`src/rtl/trf_pkg.sv`:
```
package trf_pkg;

    localparam int INIT_W    = 8;
    localparam int TGT_W     = 7;
    localparam int USER_W    = 4;
    localparam int ERR_W     = 2;
    localparam int NUM_UNITS = 2;

    typedef struct packed {
        logic [INIT_W-1:0] init_id;
        logic [TGT_W-1:0]  tgt_id;
        logic [USER_W-1:0] user;
        logic              is_store;
        logic [ERR_W-1:0]  err;
    } txn_t;

    typedef struct packed {
        logic [INIT_W-1:0] init_mask;
        logic [INIT_W-1:0] init_match;
        logic [TGT_W-1:0]  tgt_mask;
        logic [TGT_W-1:0]  tgt_match;
        logic [USER_W-1:0] user_mask;
        logic [USER_W-1:0] user_match;
        logic [ERR_W-1:0]  err_mask;
        logic [ERR_W-1:0]  err_match;
        logic              rd_en;
        logic              wr_en;
    } unit_cfg_t;

    // Index of the per-field pass bits inside a unit
    typedef enum logic [1:0] {
        FLD_INIT = 2'd0,
        FLD_TGT  = 2'd1,
        FLD_USER = 2'd2,
        FLD_ERR  = 2'd3
    } field_e;

    localparam int NUM_FIELDS = 4;

    function automatic logic opcode_allowed(input logic is_store,
                                            input logic rd_en,
                                            input logic wr_en);
        return is_store ? wr_en : rd_en;
    endfunction

endpackage

```
`src/rtl/trf_field_cmp.sv`:
```
module trf_field_cmp #(
    parameter int W = 8
) (
    input  logic [W-1:0] field_i,
    input  logic [W-1:0] mask_i,
    input  logic [W-1:0] match_i,
    output logic         pass_o
);
    logic [W-1:0] diff;

    always_comb begin
        diff   = (field_i ^ match_i) & mask_i;
        pass_o = (diff == '0);
    end
endmodule

```
`src/rtl/trf_unit.sv`:
```
module trf_unit
    import trf_pkg::*;
(
    input  txn_t      txn_i,
    input  unit_cfg_t cfg_i,
    output logic      pass_o
);
    logic [NUM_FIELDS-1:0] fld_ok;
    logic                  op_ok;

    trf_field_cmp #(.W(INIT_W)) u_cmp_init (
        .field_i(txn_i.init_id), .mask_i(cfg_i.init_mask),
        .match_i(cfg_i.init_match), .pass_o(fld_ok[FLD_INIT])
    );
    trf_field_cmp #(.W(TGT_W)) u_cmp_tgt (
        .field_i(txn_i.tgt_id), .mask_i(cfg_i.tgt_mask),
        .match_i(cfg_i.tgt_match), .pass_o(fld_ok[FLD_TGT])
    );
    trf_field_cmp #(.W(USER_W)) u_cmp_user (
        .field_i(txn_i.user), .mask_i(cfg_i.user_mask),
        .match_i(cfg_i.user_match), .pass_o(fld_ok[FLD_USER])
    );
    trf_field_cmp #(.W(ERR_W)) u_cmp_err (
        .field_i(txn_i.err), .mask_i(cfg_i.err_mask),
        .match_i(cfg_i.err_match), .pass_o(fld_ok[FLD_ERR])
    );

    always_comb begin
        op_ok  = opcode_allowed(txn_i.is_store, cfg_i.rd_en, cfg_i.wr_en);
        pass_o = (&fld_ok) & op_ok;
    end
endmodule

```
`src/rtl/trf_filter.sv`:
```
module trf_filter
    import trf_pkg::*;
#(
    parameter int NU = NUM_UNITS
) (
    input  logic                 clk,
    input  logic                 rst,
    input  logic                 txn_valid,
    input  logic [INIT_W-1:0]    txn_init_id,
    input  logic [TGT_W-1:0]     txn_tgt_id,
    input  logic [USER_W-1:0]    txn_user,
    input  logic                 txn_store,
    input  logic [ERR_W-1:0]     txn_err,
    input  logic [NU*INIT_W-1:0] cfg_init_mask,
    input  logic [NU*INIT_W-1:0] cfg_init_match,
    input  logic [NU*TGT_W-1:0]  cfg_tgt_mask,
    input  logic [NU*TGT_W-1:0]  cfg_tgt_match,
    input  logic [NU*USER_W-1:0] cfg_user_mask,
    input  logic [NU*USER_W-1:0] cfg_user_match,
    input  logic [NU*ERR_W-1:0]  cfg_err_mask,
    input  logic [NU*ERR_W-1:0]  cfg_err_match,
    input  logic [NU-1:0]        cfg_rd_en,
    input  logic [NU-1:0]        cfg_wr_en,
    output logic [NU-1:0]        hit_o
);
    txn_t          txn;
    logic [NU-1:0] unit_pass;

    always_comb begin
        txn.init_id  = txn_init_id;
        txn.tgt_id   = txn_tgt_id;
        txn.user     = txn_user;
        txn.is_store = txn_store;
        txn.err      = txn_err;
    end

    for (genvar u = 0; u < NU; u++) begin : g_unit
        unit_cfg_t cfg;
        always_comb begin
            cfg.init_mask  = cfg_init_mask [u*INIT_W +: INIT_W];
            cfg.init_match = cfg_init_match[u*INIT_W +: INIT_W];
            cfg.tgt_mask   = cfg_tgt_mask  [u*TGT_W  +: TGT_W];
            cfg.tgt_match  = cfg_tgt_match [u*TGT_W  +: TGT_W];
            cfg.user_mask  = cfg_user_mask [u*USER_W +: USER_W];
            cfg.user_match = cfg_user_match[u*USER_W +: USER_W];
            cfg.err_mask   = cfg_err_mask  [u*ERR_W  +: ERR_W];
            cfg.err_match  = cfg_err_match [u*ERR_W  +: ERR_W];
            cfg.rd_en      = cfg_rd_en[u];
            cfg.wr_en      = cfg_wr_en[u];
        end

        trf_unit u_unit (
            .txn_i (txn),
            .cfg_i (cfg),
            .pass_o(unit_pass[u])
        );

        // Opcode with both enables off never produces a hit
        p_opcode_off_r7: assert property (@(posedge clk) disable iff (rst)
            $past(!cfg_rd_en[u] && !cfg_wr_en[u]) |-> !hit_o[u]);

        // A hit implies the initiator field compared equal under mask
        p_init_field_r2: assert property (@(posedge clk) disable iff (rst)
            hit_o[u] |-> $past(((txn_init_id ^ cfg_init_match[u*INIT_W +: INIT_W])
                                & cfg_init_mask[u*INIT_W +: INIT_W]) == '0));

        // A hit implies the error field compared equal under mask
        p_err_field_r5: assert property (@(posedge clk) disable iff (rst)
            hit_o[u] |-> $past(((txn_err ^ cfg_err_match[u*ERR_W +: ERR_W])
                                & cfg_err_mask[u*ERR_W +: ERR_W]) == '0));
    end

    always_ff @(posedge clk) begin
        if (rst)
            hit_o <= '0;
        else
            hit_o <= txn_valid ? unit_pass : '0;
    end

    p_reset_clear_r1: assert property (@(posedge clk)
        $past(rst) |-> (hit_o == '0));

    p_valid_gate_r9: assert property (@(posedge clk) disable iff (rst)
        $past(!txn_valid) |-> (hit_o == '0));

    p_latency_r10: assert property (@(posedge clk) disable iff (rst)
        (hit_o != '0) |-> $past(txn_valid));

endmodule

```
`config.mk`:
```
export PLATFORM = sky130hd
export DESIGN_NAME = trf_filter
export DESIGN_NICKNAME = d
export VERILOG_FILES = /design/src/rtl/trf_pkg.sv /design/src/rtl/trf_field_cmp.sv /design/src/rtl/trf_unit.sv /design/src/rtl/trf_filter.sv
export SDC_FILE = /design/constraint.sdc
export NUM_CORES = 1
export LEC_CHECK = 0
export BUFFER_PORTS_ARGS = -buffer_cell sky130_fd_sc_hd__buf_2
export CAP_MARGIN = 20
export CORE_ASPECT_RATIO = 1.2
export CORE_MARGIN = 2
export CORE_UTILIZATION = 27
export DETAILED_ROUTE_END_ITERATION = 8
export MAX_ROUTING_LAYER = met4
export PLACE_DENSITY = 0.89
export SLEW_MARGIN = 20
export SYNTH_ARGS = -nofsm -noshare
export SYNTH_HDL_FRONTEND = slang
export SYNTH_SLANG_ARGS = --single-unit
```
`constraint.sdc`:
```
create_clock -name clk -period 1.3 [get_ports clk]
set_input_delay 0.195 -clock clk [delete_from_list [all_inputs] [get_ports clk]]
set_output_delay 0.195 -clock clk [all_outputs]
set_load 0.05 [all_outputs]
```
==> run_summary.xml <==
<?xml version="1.0" encoding="UTF-8"?>
<metrics>
  <group name="routing">
    <metric name="detail_route.vias_per_cell" unit="">4.59</metric>
    <metric name="antenna_left" unit="">0</metric>
    <metric name="drt-pass1-iter-count" unit="">4</metric>
    <metric name="drt_iter0_drc" unit="">11</metric>
    <metric name="drc" unit="">0</metric>
    <metric name="detailroute.via_count" unit="">1032</metric>
    <metric name="routedWlPerCell" unit="µm">11.8</metric>
    <metric name="finalWirelength" unit="µm">2660</metric>
  </group>
  <group name="die">
    <metric name="die_h" unit="µm">58.6</metric>
    <metric name="floorplan.initialDensity" unit="%">28.8</metric>
    <metric name="core_area" unit="µm²">2330</metric>
    <metric name="die_w" unit="µm">49.5</metric>
    <metric name="die-area" unit="µm²">2910</metric>
    <metric name="floorplan.rows" unit="">19</metric>
    <metric name="design.portCount" unit="">115</metric>
  </group>
  <group name="global_route">
    <metric name="grt_util_met2" unit="%">37.9</metric>
    <metric name="overall_overflow_remaining_after_global_route" unit="">0</metric>
    <metric name="grt_use_met1" unit="%">15.7</metric>
    <metric name="grt_pass1_wl" unit="µm">3910</metric>
    <metric name="antenna_violations_before_repair" unit="">0</metric>
    <metric name="aggregate_global_route_resource_usage" unit="%">18.2</metric>
    <metric name="groute.layer.met3.usage" unit="%">7.87</metric>
    <metric name="grt_most_used_layer" unit="">met2</metric>
    <metric name="largest_net_degree_at_the_start_of_global_routing" unit="">3</metric>
    <metric name="grt_pass1_vias" unit="">1006</metric>
  </group>
  <group name="timing">
    <metric name="layout_min_cycle_time" unit="ns">1.00</metric>
    <metric name="timing.slew.headroom" unit="%">84.0</metric>
    <metric name="worstMarginPinSlew" unit="ns">0.239</metric>
    <metric name="finalSetupViolCount" unit="">0</metric>
    <metric name="timing.hold.ws" unit="ns">0.260</metric>
    <metric name="slew_violations" unit="">0</metric>
    <metric name="layout_setup_ws" unit="ns">0.296</metric>
    <metric name="setup-tns-final" unit="ns">0</metric>
    <metric name="max_clock_freq" unit="GHz">0.996</metric>
    <metric name="rsz0062_at_grt" unit="">no</metric>
    <metric name="period_share" unit="%">77.2</metric>
    <metric name="hold_violations" unit="">0</metric>
  </group>
  <group name="critical_path">
    <metric name="worst_path_largest_cell_delay" unit="ns">0.22</metric>
    <metric name="crit_buf_inv" unit="">1</metric>
    <metric name="cp-end-kind" unit="">register</metric>
    <metric name="cp_slowest_cell" unit="">sky130_fd_sc_hd__a22o_1</metric>
    <metric name="crit_path_max_fanout" unit="">1</metric>
    <metric name="cp-startpoint" unit="">cfg_init_match[6]</metric>
    <metric name="cp_data_required_time" unit="ns">1.46</metric>
    <metric name="crit_path_end" unit="">hit_o[0]</metric>
    <metric name="critical_path_at" unit="ns">1.16</metric>
    <metric name="crit_cells" unit="">6</metric>
    <metric name="timing.setup.critical_path_class" unit="">in2reg</metric>
    <metric name="critPathLaunchType" unit="">primary input</metric>
    <metric name="path_delay_family" unit="">compound AO/OA/AOI/OAI gates</metric>
    <metric name="critical_path.cell_chain" unit="">buf_2 -&gt; xor2_1 -&gt; a22o_1 -&gt; a221oi_1 -&gt; nand3_1 -&gt; nor3_2</metric>
  </group>
  <group name="synthesis">
    <metric name="synth_simple_gate_area_share" unit="%">8.38</metric>
    <metric name="yosysTopAreaCell" unit="">sky130_fd_sc_hd__xor2_1</metric>
    <metric name="syn-cell-area" unit="µm²">672</metric>
    <metric name="synth_adder_area_share" unit="%">0</metric>
    <metric name="synth_compound_gate_area_share" unit="%">27.9</metric>
    <metric name="synth-seq-area-share" unit="%">5.96</metric>
    <metric name="syn_area_per_cell" unit="µm²">8.73</metric>
    <metric name="synth.yosys.warnings" unit="">0</metric>
    <metric name="ys_types" unit="">11</metric>
    <metric name="synthCells" unit="">77</metric>
    <metric name="post_synth_main_area_contributors" unit="">sky130_fd_sc_hd__xor2_1 (55%), sky130_fd_sc_hd__a22oi_1 (13%), sky130_fd_sc_hd__dfxtp_1 (6.0%)</metric>
    <metric name="synth.net_count" unit="">190</metric>
    <metric name="post-synth-top-area-fraction" unit="%">54.7</metric>
    <metric name="dominant_combinational_cell_family_by_area_after_synthesis" unit="">XOR/XNOR gates</metric>
    <metric name="ys_seq_elements" unit="">2</metric>
    <metric name="portion_of_netlist_area_occupied_by_mux_cells" unit="%">2.98</metric>
    <metric name="yosys.area_share.xor_xnor" unit="%">54.7</metric>
  </group>
  <group name="layout">
    <metric name="antennaDiodeCount" unit="">0</metric>
    <metric name="largest-register" unit="">hit_o</metric>
    <metric name="instances_no_fill" unit="">225</metric>
    <metric name="finalNetCount" unit="">309</metric>
    <metric name="stdcell_area" unit="µm²">1300</metric>
    <metric name="largest_register_ffs" unit="">2</metric>
    <metric name="reg_top3" unit="">hit_o x2</metric>
    <metric name="finalCoreUtilization" unit="%">56.0</metric>
    <metric name="synthToLayoutAreaGrowth" unit="%">94.0</metric>
    <metric name="commonest_non_fill_non_tap_cells_in_the_layout" unit="">sky130_fd_sc_hd__buf_2 (114), sky130_fd_sc_hd__xor2_1 (42), sky130_fd_sc_hd__a22oi_1 (12)</metric>
    <metric name="drive_above_1_share" unit="%">62.4</metric>
    <metric name="final_common_cell" unit="">sky130_fd_sc_hd__buf_2</metric>
  </group>
  <group name="power">
    <metric name="power_density" unit="nW/µm²">449</metric>
    <metric name="cellLeakagePower" unit="nW">0.740</metric>
    <metric name="ir_worst_vdd" unit="µV">349</metric>
    <metric name="post-layout-total-power" unit="mW">0.585</metric>
  </group>
  <group name="clock_tree">
    <metric name="hold_fix_buffer_count_after_cts" unit="">0</metric>
    <metric name="tritoncts.num_buffers" unit="">3</metric>
    <metric name="post_cts_resized" unit="">0</metric>
    <metric name="clock_sink_count" unit="">2</metric>
    <metric name="register_clock_pin_slew_on_the_reported_worst_setup_and_hold_paths" unit="ns">0.03</metric>
    <metric name="clock_tree_from_tritoncts" unit="">yes</metric>
    <metric name="cts.repair_timing.setup_buffer_count" unit="">0</metric>
    <metric name="cts_max_path_buffers" unit="">2</metric>
    <metric name="h-tree-depth" unit="">1</metric>
    <metric name="clock_tree.root_cell" unit="">sky130_fd_sc_hd__clkbuf_4</metric>
  </group>
  <group name="placed_design">
    <metric name="gpl.final_weighted_congestion" unit="">0.724</metric>
    <metric name="dp_hpwl" unit="µm">2510</metric>
    <metric name="place.detailed.instances" unit="">222</metric>
    <metric name="portBuffers" unit="">114</metric>
    <metric name="dp_worst_setup_slack" unit="ns">0.0315</metric>
    <metric name="dpl_cell_area" unit="µm²">1280</metric>
  </group>
  <group name="min_path">
    <metric name="hold_class" unit="">in2reg</metric>
  </group>
  <group name="outcome">
    <metric name="status" unit="">finished, final reports clean</metric>
  </group>
  <group name="run">
    <metric name="max-cap-violations" unit="">0</metric>
  </group>
</metrics>
[cell usage after synthesis]
cell type	n
sky130_fd_sc_hd__a22o_1	4
sky130_fd_sc_hd__mux2i_1	2
sky130_fd_sc_hd__xor2_1	42
sky130_fd_sc_hd__nor3_2	2
sky130_fd_sc_hd__nand3_1	6
sky130_fd_sc_hd__nand2b_1	1
sky130_fd_sc_hd__a211oi_1	2
sky130_fd_sc_hd__a221oi_1	2
sky130_fd_sc_hd__a22oi_1	12
sky130_fd_sc_hd__a221oi_2	2
sky130_fd_sc_hd__dfxtp_1	2
[worst min path at each step]
stage,from,slack [ns],endpoint,cells past startpoint
after floorplan,cfg_tgt_mask[4],0.39,hit_o[0],3
after global placement,cfg_tgt_mask[4],0.49,hit_o[0],4
after detailed placement,cfg_init_mask[15],0.50,hit_o[1],4
after CTS,cfg_init_mask[15],0.25,hit_o[1],4
after global routing,cfg_tgt_mask[11],0.26,hit_o[1],4
final,cfg_init_mask[15],0.26,hit_o[1],4
[metal layers]
metal	vias to the layer above	part of all wire, %	routed length (µm)
met4	0	0	0
met5	-	0	0
met3	0	14	365
met2	71	55	1460
li1	523	-	-
met1	438	31	831
[logic make-up after synthesis]
logic type	count (synthesis)
simple gates	9
compound gates	22
flops	2
xor+xnor	42
mux	2
[layout make-up]
type | count | area, µm²
Timing Repair Buffer | 114 | 571
Multi-Input combinational cell | 75 | 632
Tap cell | 31 | 38.8
Sequential cell | 2 | 40.0
Fill cell | 241 | 1030
Clock buffer | 3 | 22.5
[report_power, final]
group	total [mW]	leakage (nW)	internal [mW]	switching, mW
clock network	0.146	0.0138	0.102	0.0431
logic	0.378	0.710	0.221	0.157
registers	0.0619	0.0161	0.0619	0.0000115
(Power assumes the default switching activity.)
